--- src/rtl/core_pwrup_pkg.sv ---
package core_pwrup_pkg;

  typedef enum logic [2:0] {
    ST_IDLE,
    ST_L1,
    ST_DBG,
    ST_SWITCH,
    ST_SETTLE,
    ST_RELEASE
  } seq_state_e;

  // one strobe per ordered step; at most one is high in a cycle
  typedef struct packed {
    logic por_clr;
    logic l1_clr;
    logic dbg_clr;
    logic gate_clr;
    logic por_set;
    logic final_rel;
  } step_t;

endpackage

--- src/rtl/core_pwrup_ctrl.sv ---
module core_pwrup_ctrl
  import core_pwrup_pkg::*;
#(
  parameter int NUM_CORES     = 4,
  parameter int IDX_W         = 3,
  parameter int SETTLE_CYCLES = 5000
) (
  input  logic                 clk,
  input  logic                 rst,
  input  logic                 start_i,
  input  logic [IDX_W-1:0]     idx_i,
  input  logic                 big_i,
  input  logic                 sw_done_i,
  output step_t                step_o,
  output logic [NUM_CORES-1:0] sel_o,
  output logic                 big_o,
  output logic                 sw_req_o,
  output logic                 done_o,
  output logic                 err_o
);

  localparam int CNT_W = $clog2(SETTLE_CYCLES + 1);
  localparam logic [CNT_W-1:0] CNT_LAST = CNT_W'(SETTLE_CYCLES - 1);

  seq_state_e         state_q;
  logic [IDX_W-1:0]   idx_q;
  logic               big_q;
  logic [CNT_W-1:0]   cnt_q;
  logic               idx_ok;
  logic               take;
  logic [IDX_W-1:0]   idx_cur;

  assign idx_ok  = ({1'b0, idx_i} < (IDX_W+1)'(NUM_CORES));
  assign take    = (state_q == ST_IDLE) && start_i;
  assign idx_cur = (state_q == ST_IDLE) ? idx_i : idx_q;

  for (genvar c = 0; c < NUM_CORES; c++) begin : g_sel
    assign sel_o[c] = (idx_cur == IDX_W'(c));
  end

  assign big_o = big_q;

  always_comb begin
    step_o           = '0;
    step_o.por_clr   = take && idx_ok;
    step_o.l1_clr    = (state_q == ST_L1);
    step_o.dbg_clr   = (state_q == ST_DBG);
    step_o.gate_clr  = (state_q == ST_SWITCH) && sw_done_i;
    step_o.por_set   = (state_q == ST_SETTLE) && (cnt_q == CNT_LAST);
    step_o.final_rel = (state_q == ST_RELEASE);
  end

  always_ff @(posedge clk) begin
    if (rst) begin
      state_q  <= ST_IDLE;
      idx_q    <= '0;
      big_q    <= 1'b0;
      cnt_q    <= '0;
      sw_req_o <= 1'b0;
      done_o   <= 1'b0;
      err_o    <= 1'b0;
    end else begin
      done_o <= 1'b0;
      err_o  <= 1'b0;
      unique case (state_q)
        ST_IDLE: begin
          if (take) begin
            if (idx_ok) begin
              idx_q   <= idx_i;
              big_q   <= big_i;
              state_q <= ST_L1;
            end else begin
              err_o <= 1'b1;
            end
          end
        end
        ST_L1: state_q <= ST_DBG;
        ST_DBG: begin
          sw_req_o <= 1'b1;
          state_q  <= ST_SWITCH;
        end
        ST_SWITCH: begin
          if (sw_done_i) begin
            sw_req_o <= 1'b0;
            cnt_q    <= '0;
            state_q  <= ST_SETTLE;
          end
        end
        ST_SETTLE: begin
          cnt_q <= cnt_q + 1'b1;
          if (cnt_q == CNT_LAST) state_q <= ST_RELEASE;
        end
        ST_RELEASE: begin
          done_o  <= 1'b1;
          state_q <= ST_IDLE;
        end
        default: state_q <= ST_IDLE;
      endcase
    end
  end


  step_onehot_chk: assert property (@(posedge clk) disable iff (rst)
    $onehot0(step_o));


  err_quiet_chk: assert property (@(posedge clk) disable iff (rst)
    err_o |-> (state_q == ST_IDLE) && !done_o);


  done_noreq_chk: assert property (@(posedge clk) disable iff (rst)
    done_o |-> !sw_req_o);

endmodule

--- src/rtl/core_pwrup_regs.sv ---
module core_pwrup_regs
  import core_pwrup_pkg::*;
#(
  parameter int NUM_CORES = 4
) (
  input  logic                 clk,
  input  logic                 rst,
  input  step_t                step_i,
  input  logic [NUM_CORES-1:0] sel_i,
  input  logic                 big_i,
  input  logic                 sw_done_i,
  input  logic                 sw_req_i,
  output logic [NUM_CORES-1:0] por_n_o,
  output logic [NUM_CORES-1:0] dbg_rst_n_o,
  output logic [NUM_CORES-1:0] trc_rst_n_o,
  output logic [NUM_CORES-1:0] core_rst_n_o,
  output logic [NUM_CORES-1:0] neon_rst_n_o,
  output logic [NUM_CORES-1:0] l1_rst_dis_o,
  output logic [NUM_CORES-1:0] pgate_o
);

  for (genvar c = 0; c < NUM_CORES; c++) begin : g_core
    logic hit;
    assign hit = sel_i[c];

    always_ff @(posedge clk) begin
      if (rst) begin
        por_n_o[c]      <= 1'b1;
        dbg_rst_n_o[c]  <= 1'b1;
        trc_rst_n_o[c]  <= 1'b1;
        core_rst_n_o[c] <= 1'b0;
        neon_rst_n_o[c] <= 1'b0;
        l1_rst_dis_o[c] <= 1'b1;
        pgate_o[c]      <= 1'b1;
      end else if (hit) begin
        if (step_i.por_clr) por_n_o[c] <= 1'b0;
        if (step_i.por_set) por_n_o[c] <= 1'b1;
        if (step_i.l1_clr && !big_i) l1_rst_dis_o[c] <= 1'b0;
        if (step_i.dbg_clr) begin
          dbg_rst_n_o[c] <= 1'b0;
          if (!big_i) trc_rst_n_o[c] <= 1'b0;
        end
        if (step_i.gate_clr) pgate_o[c] <= 1'b0;
        if (step_i.final_rel) begin
          dbg_rst_n_o[c]  <= 1'b1;
          core_rst_n_o[c] <= 1'b1;
          if (big_i) neon_rst_n_o[c] <= 1'b1;
          else       trc_rst_n_o[c]  <= 1'b1;
        end
      end
    end
  end


  gate_open_chk: assert property (@(posedge clk) disable iff (rst)
    ((~pgate_o & $past(pgate_o)) != '0) |-> $past(sw_done_i && sw_req_i));


  por_after_gate_chk: assert property (@(posedge clk) disable iff (rst)
    (((por_n_o & ~$past(por_n_o)) & pgate_o) == '0));


  trc_little_chk: assert property (@(posedge clk) disable iff (rst)
    ((~trc_rst_n_o & $past(trc_rst_n_o)) != '0) |-> !$past(big_i));

endmodule

--- src/rtl/core_pwrup_seq.sv ---
module core_pwrup_seq
  import core_pwrup_pkg::*;
#(
  parameter int NUM_CORES     = 4,
  parameter int IDX_W         = 3,
  parameter int SETTLE_CYCLES = 5000
) (
  input  logic                 clk,
  input  logic                 rst,
  input  logic                 start_i,
  input  logic [IDX_W-1:0]     idx_i,
  input  logic                 big_i,
  input  logic                 sw_done_i,
  output logic                 sw_req_o,
  output logic [NUM_CORES-1:0] por_n_o,
  output logic [NUM_CORES-1:0] dbg_rst_n_o,
  output logic [NUM_CORES-1:0] trc_rst_n_o,
  output logic [NUM_CORES-1:0] core_rst_n_o,
  output logic [NUM_CORES-1:0] neon_rst_n_o,
  output logic [NUM_CORES-1:0] l1_rst_dis_o,
  output logic [NUM_CORES-1:0] pgate_o,
  output logic                 done_o,
  output logic                 err_o
);

  step_t                step;
  logic [NUM_CORES-1:0] sel;
  logic                 big_sel;

  core_pwrup_ctrl #(
    .NUM_CORES     (NUM_CORES),
    .IDX_W         (IDX_W),
    .SETTLE_CYCLES (SETTLE_CYCLES)
  ) ctrl_i (
    .clk       (clk),
    .rst       (rst),
    .start_i   (start_i),
    .idx_i     (idx_i),
    .big_i     (big_i),
    .sw_done_i (sw_done_i),
    .step_o    (step),
    .sel_o     (sel),
    .big_o     (big_sel),
    .sw_req_o  (sw_req_o),
    .done_o    (done_o),
    .err_o     (err_o)
  );

  core_pwrup_regs #(
    .NUM_CORES (NUM_CORES)
  ) regs_i (
    .clk          (clk),
    .rst          (rst),
    .step_i       (step),
    .sel_i        (sel),
    .big_i        (big_sel),
    .sw_done_i    (sw_done_i),
    .sw_req_i     (sw_req_o),
    .por_n_o      (por_n_o),
    .dbg_rst_n_o  (dbg_rst_n_o),
    .trc_rst_n_o  (trc_rst_n_o),
    .core_rst_n_o (core_rst_n_o),
    .neon_rst_n_o (neon_rst_n_o),
    .l1_rst_dis_o (l1_rst_dis_o),
    .pgate_o      (pgate_o)
  );


  req_in_dbg_chk: assert property (@(posedge clk) disable iff (rst)
    sw_req_o |-> (dbg_rst_n_o != '1) && (por_n_o != '1));


  err_nochange_chk: assert property (@(posedge clk) disable iff (rst)
    err_o |-> $stable(por_n_o) && $stable(pgate_o) && $stable(dbg_rst_n_o)
              && $stable(l1_rst_dis_o) && !sw_req_o);

endmodule

--- config.mk ---
export PLATFORM = sky130hd
export DESIGN_NAME = core_pwrup_seq
export DESIGN_NICKNAME = d
export VERILOG_FILES = /design/src/rtl/core_pwrup_pkg.sv /design/src/rtl/core_pwrup_ctrl.sv /design/src/rtl/core_pwrup_regs.sv /design/src/rtl/core_pwrup_seq.sv
export SDC_FILE = /design/constraint.sdc
export NUM_CORES = 1
export LEC_CHECK = 0
export BUFFER_PORTS_ARGS = -buffer_cell sky130_fd_sc_hd__buf_2
export CORE_ASPECT_RATIO = 1.1
export CORE_MARGIN = 10
export CORE_UTILIZATION = 55
export CTS_CLUSTER_SIZE = 40
export DETAILED_ROUTE_END_ITERATION = 8
export GPL_ROUTABILITY_DRIVEN = 0
export PLACE_DENSITY = 0.84
export SLEW_MARGIN = 15
export SYNTH_ARGS = -nofsm -noshare
export SYNTH_HDL_FRONTEND = slang
export SYNTH_HIERARCHICAL = 1
export SYNTH_SLANG_ARGS = --single-unit
--- constraint.sdc ---
create_clock -name clk -period 3.22 [get_ports clk]
set_clock_uncertainty 0.15 [all_clocks]
set_input_delay 0.322 -clock clk [delete_from_list [all_inputs] [get_ports clk]]
set_output_delay 0.322 -clock clk [all_outputs]
set_load 0.01 [all_outputs]
==> flow_summary.json <==
{
  "wl_per_cell_um": 16.31,
  "antenna_found_initial": 0,
  "critical_path.top_delay_family": "simple AND/OR/NAND/NOR gates",
  "die_area_mm2": 0.007033,
  "worstPathCellList": "nor3_1 -> mux2i_1 -> nor2_1 -> nand2_1 -> a221o_1",
  "max_cap_viol_count": 0,
  "clkTransAtPathRegs_ns": 0.09,
  "slew_viol_final": 0,
  "clockRootBuffer": "clkbuf_8",
  "finalCriticalPeriod_ns": 2.569,
  "drive_gt1_share_pct": 23.19,
  "antenna_left": 0,
  "required_ns": 3.27,
  "grt_usage_pct": 15.26,
  "leakage_nw": 0.9104,
  "whs_ns": 0.1072,
  "ys.flop_type": "dfxtp_1",
  "initial_core_util_pct": 56.57,
  "io_buffers": 38,
  "grt_pass1_vias": 1896,
  "synth.avg_cell_area_um2": 9.114,
  "dp_hpwl_um": 3620,
  "coreArea_mm2": 0.003964,
  "antenna_cells": 0,
  "synthToLayoutAreaGrowth_pct": 13.28,
  "cp_max_fo": 14,
  "first_iter_violations": 107,
  "synth_nets": 255,
  "grt_max_degree": 57,
  "cts_sinks": 51,
  "worst_path_largest_cell_delay_ns": 0.63,
  "setup_violations": 0,
  "cts_made_buffers": 5,
  "start_kind": "flip-flop",
  "drtPass1Iterations": 4,
  "irDropWorstVdd_mv": 0.2965,
  "grt_pass1_wl_um": 8763,
  "ys_ff_latch": 51,
  "wl_met2_um": 2703,
  "synthArstFlopShare_pct": 0,
  "syn_inst": 246,
  "powerDensity_mw_per_mm2": 478.6,
  "critPathBufInv": 0,
  "hold_path_class": "in2reg",
  "worst_pin_slew_ns": 0.9935,
  "endpoint_kind": "flip-flop",
  "wl_um": 5351,
  "yosysWarningCount": 6,
  "htree_levels": 2,
  "io_pins": 39,
  "slowest_stage": "nor2_1",
  "highest_layer": "met4",
  "synth-seq-area-share_pct": 45.54,
  "vias_per_cell": 6.009,
  "row_count": 24,
  "met1_length_um": 2251,
  "cts_resized": 0,
  "tns_ns": 0,
  "critPathArrivalTime_ns": 2.62,
  "crit_type": "reg2reg",
  "clk_latency_ns": 0.30,
  "final.period_utilization_pct": 79.79,
  "placed_cells": 320,
  "fmax_ghz": 0.3892,
  "die_x_um": 80.88,
  "overflow": 0,
  "die_h_um": 86.97,
  "synth.distinct_cells": 39,
  "drcViolationCount": 0,
  "synth_enable_flop_cells": 0,
  "grt_setup_unrepaired": "false",
  "outcome": "finished, final reports clean",
  "clockBufferDepth": 2,
  "cts_tree": "yes",
  "netlist_area_mm2": 0.002242,
  "dr_wl_met3_um": 319,
  "fin_nets": 284,
  "final_hold_viol_count": 0,
  "final_cells": 328,
  "vias": 1971,
  "hold_buffers": 0,
  "postCtsSetupBuffers": 0,
  "slew_headroom_pct": 33.77
}
power breakdown:
group	switching, mW	total (mW)	internal, mW
clock	0.219	0.454	0.234
sequential	0.0139	0.656	0.642
combinational	0.0673	0.106	0.0388
total	0.301	1.22	0.915
synth_stat cells (3+ instances only):
cell      instances  area share [%]
nor2_1           24             4.0
nor2b_1           3            0.84
clkbuf_1          4            0.67
nand3b_1          9             3.0
nor3_1            5             1.1
mux2_2            6             3.0
o21ai_0           4            0.89
o211ai_1          6             2.0
nand2_1          19             3.2
mux2i_1           3             1.3
nand2b_1          4             1.1
a21o_1            8             2.7
buf_2            13             2.9
a221o_1          12             5.4
nor4_1            3            0.84
or3_1             4             1.1
inv_1             4            0.67
nand4_1           3            0.84
a21oi_1          16             3.6
dfxtp_1          51              46
nor3b_1           8             2.7
nand3_1          12             2.7
a31oi_1           7             2.0
or4_1             3             1.0
cell type report:
cell class / instances / area (µm²)
fillers: 345 / 1424
multi-input cells: 172 / 1111
flip-flops and latches: 51 / 1021
repair buffers: 41 / 212.7
clock buffers: 5 / 68.82
well taps: 52 / 65.06
clock inverters: 3 / 46.29
inverters: 4 / 15.01
sequential cells by signal, indices dropped and copies added, names as in the netlist, 3 cells and up:
register,cells
ctrl_i/cnt_q,13
regs_i/core_rst_n_o,4
regs_i/dbg_rst_n_o,4
regs_i/l1_rst_dis_o,4
regs_i/neon_rst_n_o,4
regs_i/pgate_o,4
regs_i/por_n_o,4
regs_i/trc_rst_n_o,4
ctrl_i/idx_q,3
ctrl_i/state_q,3
tightest hold or removal path: cells and delay by family:
family	cells	cell delay [ns]
simple gates	2	0.09
buf+inv	1	0.11
layout by cell type, fill, tap and decap left out, types with 4 or more instances in the layout:
| master | synthesis | layout |
|---|---|---|
| a221o_1 | 12 | 12 |
| nor3b_1 | 8 | 8 |
| clkbuf_8 | 0 | 5 |
| or3_1 | 4 | 4 |
| dfxtp_1 | 51 | 51 |
| buf_2 | 13 | 38 |
| nand2_1 | 19 | 19 |
| nand3_1 | 12 | 12 |
| nand3b_1 | 9 | 9 |
| nor2_1 | 24 | 24 |
| a31oi_1 | 7 | 7 |
| o211ai_1 | 6 | 6 |
| nor3_1 | 5 | 5 |
| a21oi_1 | 16 | 16 |
| nand2b_1 | 4 | 4 |
| inv_1 | 4 | 4 |
| a21o_1 | 8 | 8 |
| o21ai_0 | 4 | 4 |
| mux2_2 | 6 | 6 |
metrics by stage:
stage	cell area, µm²	worst slack (ns)	total power, mW	util, %
3_5_place_dp	2425	0.6829	0.7750	61.17
3_3_place_gp	2425	0.7682	0.7720	61.17
2_1_floorplan	2242	0.9941	0.7459	-
4_1_cts	2540	0.6837	1.225	64.08
5_1_grt	2540	0.3253	1.263	64.08
6_report	2540	0.6507	1.216	64.08
worst paths after layout:
path	from	end	slack (ns)	cells past startpoint
hold reg to reg	regs_i/pgate_o[0]	regs_i/pgate_o[0]	0.30	1
hold / removal	start_i	ctrl_i/err_o	0.11	3
setup reg to reg	ctrl_i/state_q[1]	regs_i/por_n_o[1]	0.65	5
setup / recovery	ctrl_i/state_q[1]	regs_i/por_n_o[1]	0.65	5
logic make-up after synthesis:
family	synth area share [%]
muxes	4.855
buffers and inverters	4.910
AOI/OAI and AO/OA	17.58
DFF	45.54
adders and majority gates	0.5579
and+or+nand+nor	26.56
routing by layer:
layer | global-route usage [%] | vias to the layer above
met5 | 0 | -
met4 | 6.457 | 0
met3 | 4.339 | 8
met2 | 25.72 | 55
met1 | 17.53 | 954
li1 | - | 954
(Power assumes the default switching activity.)
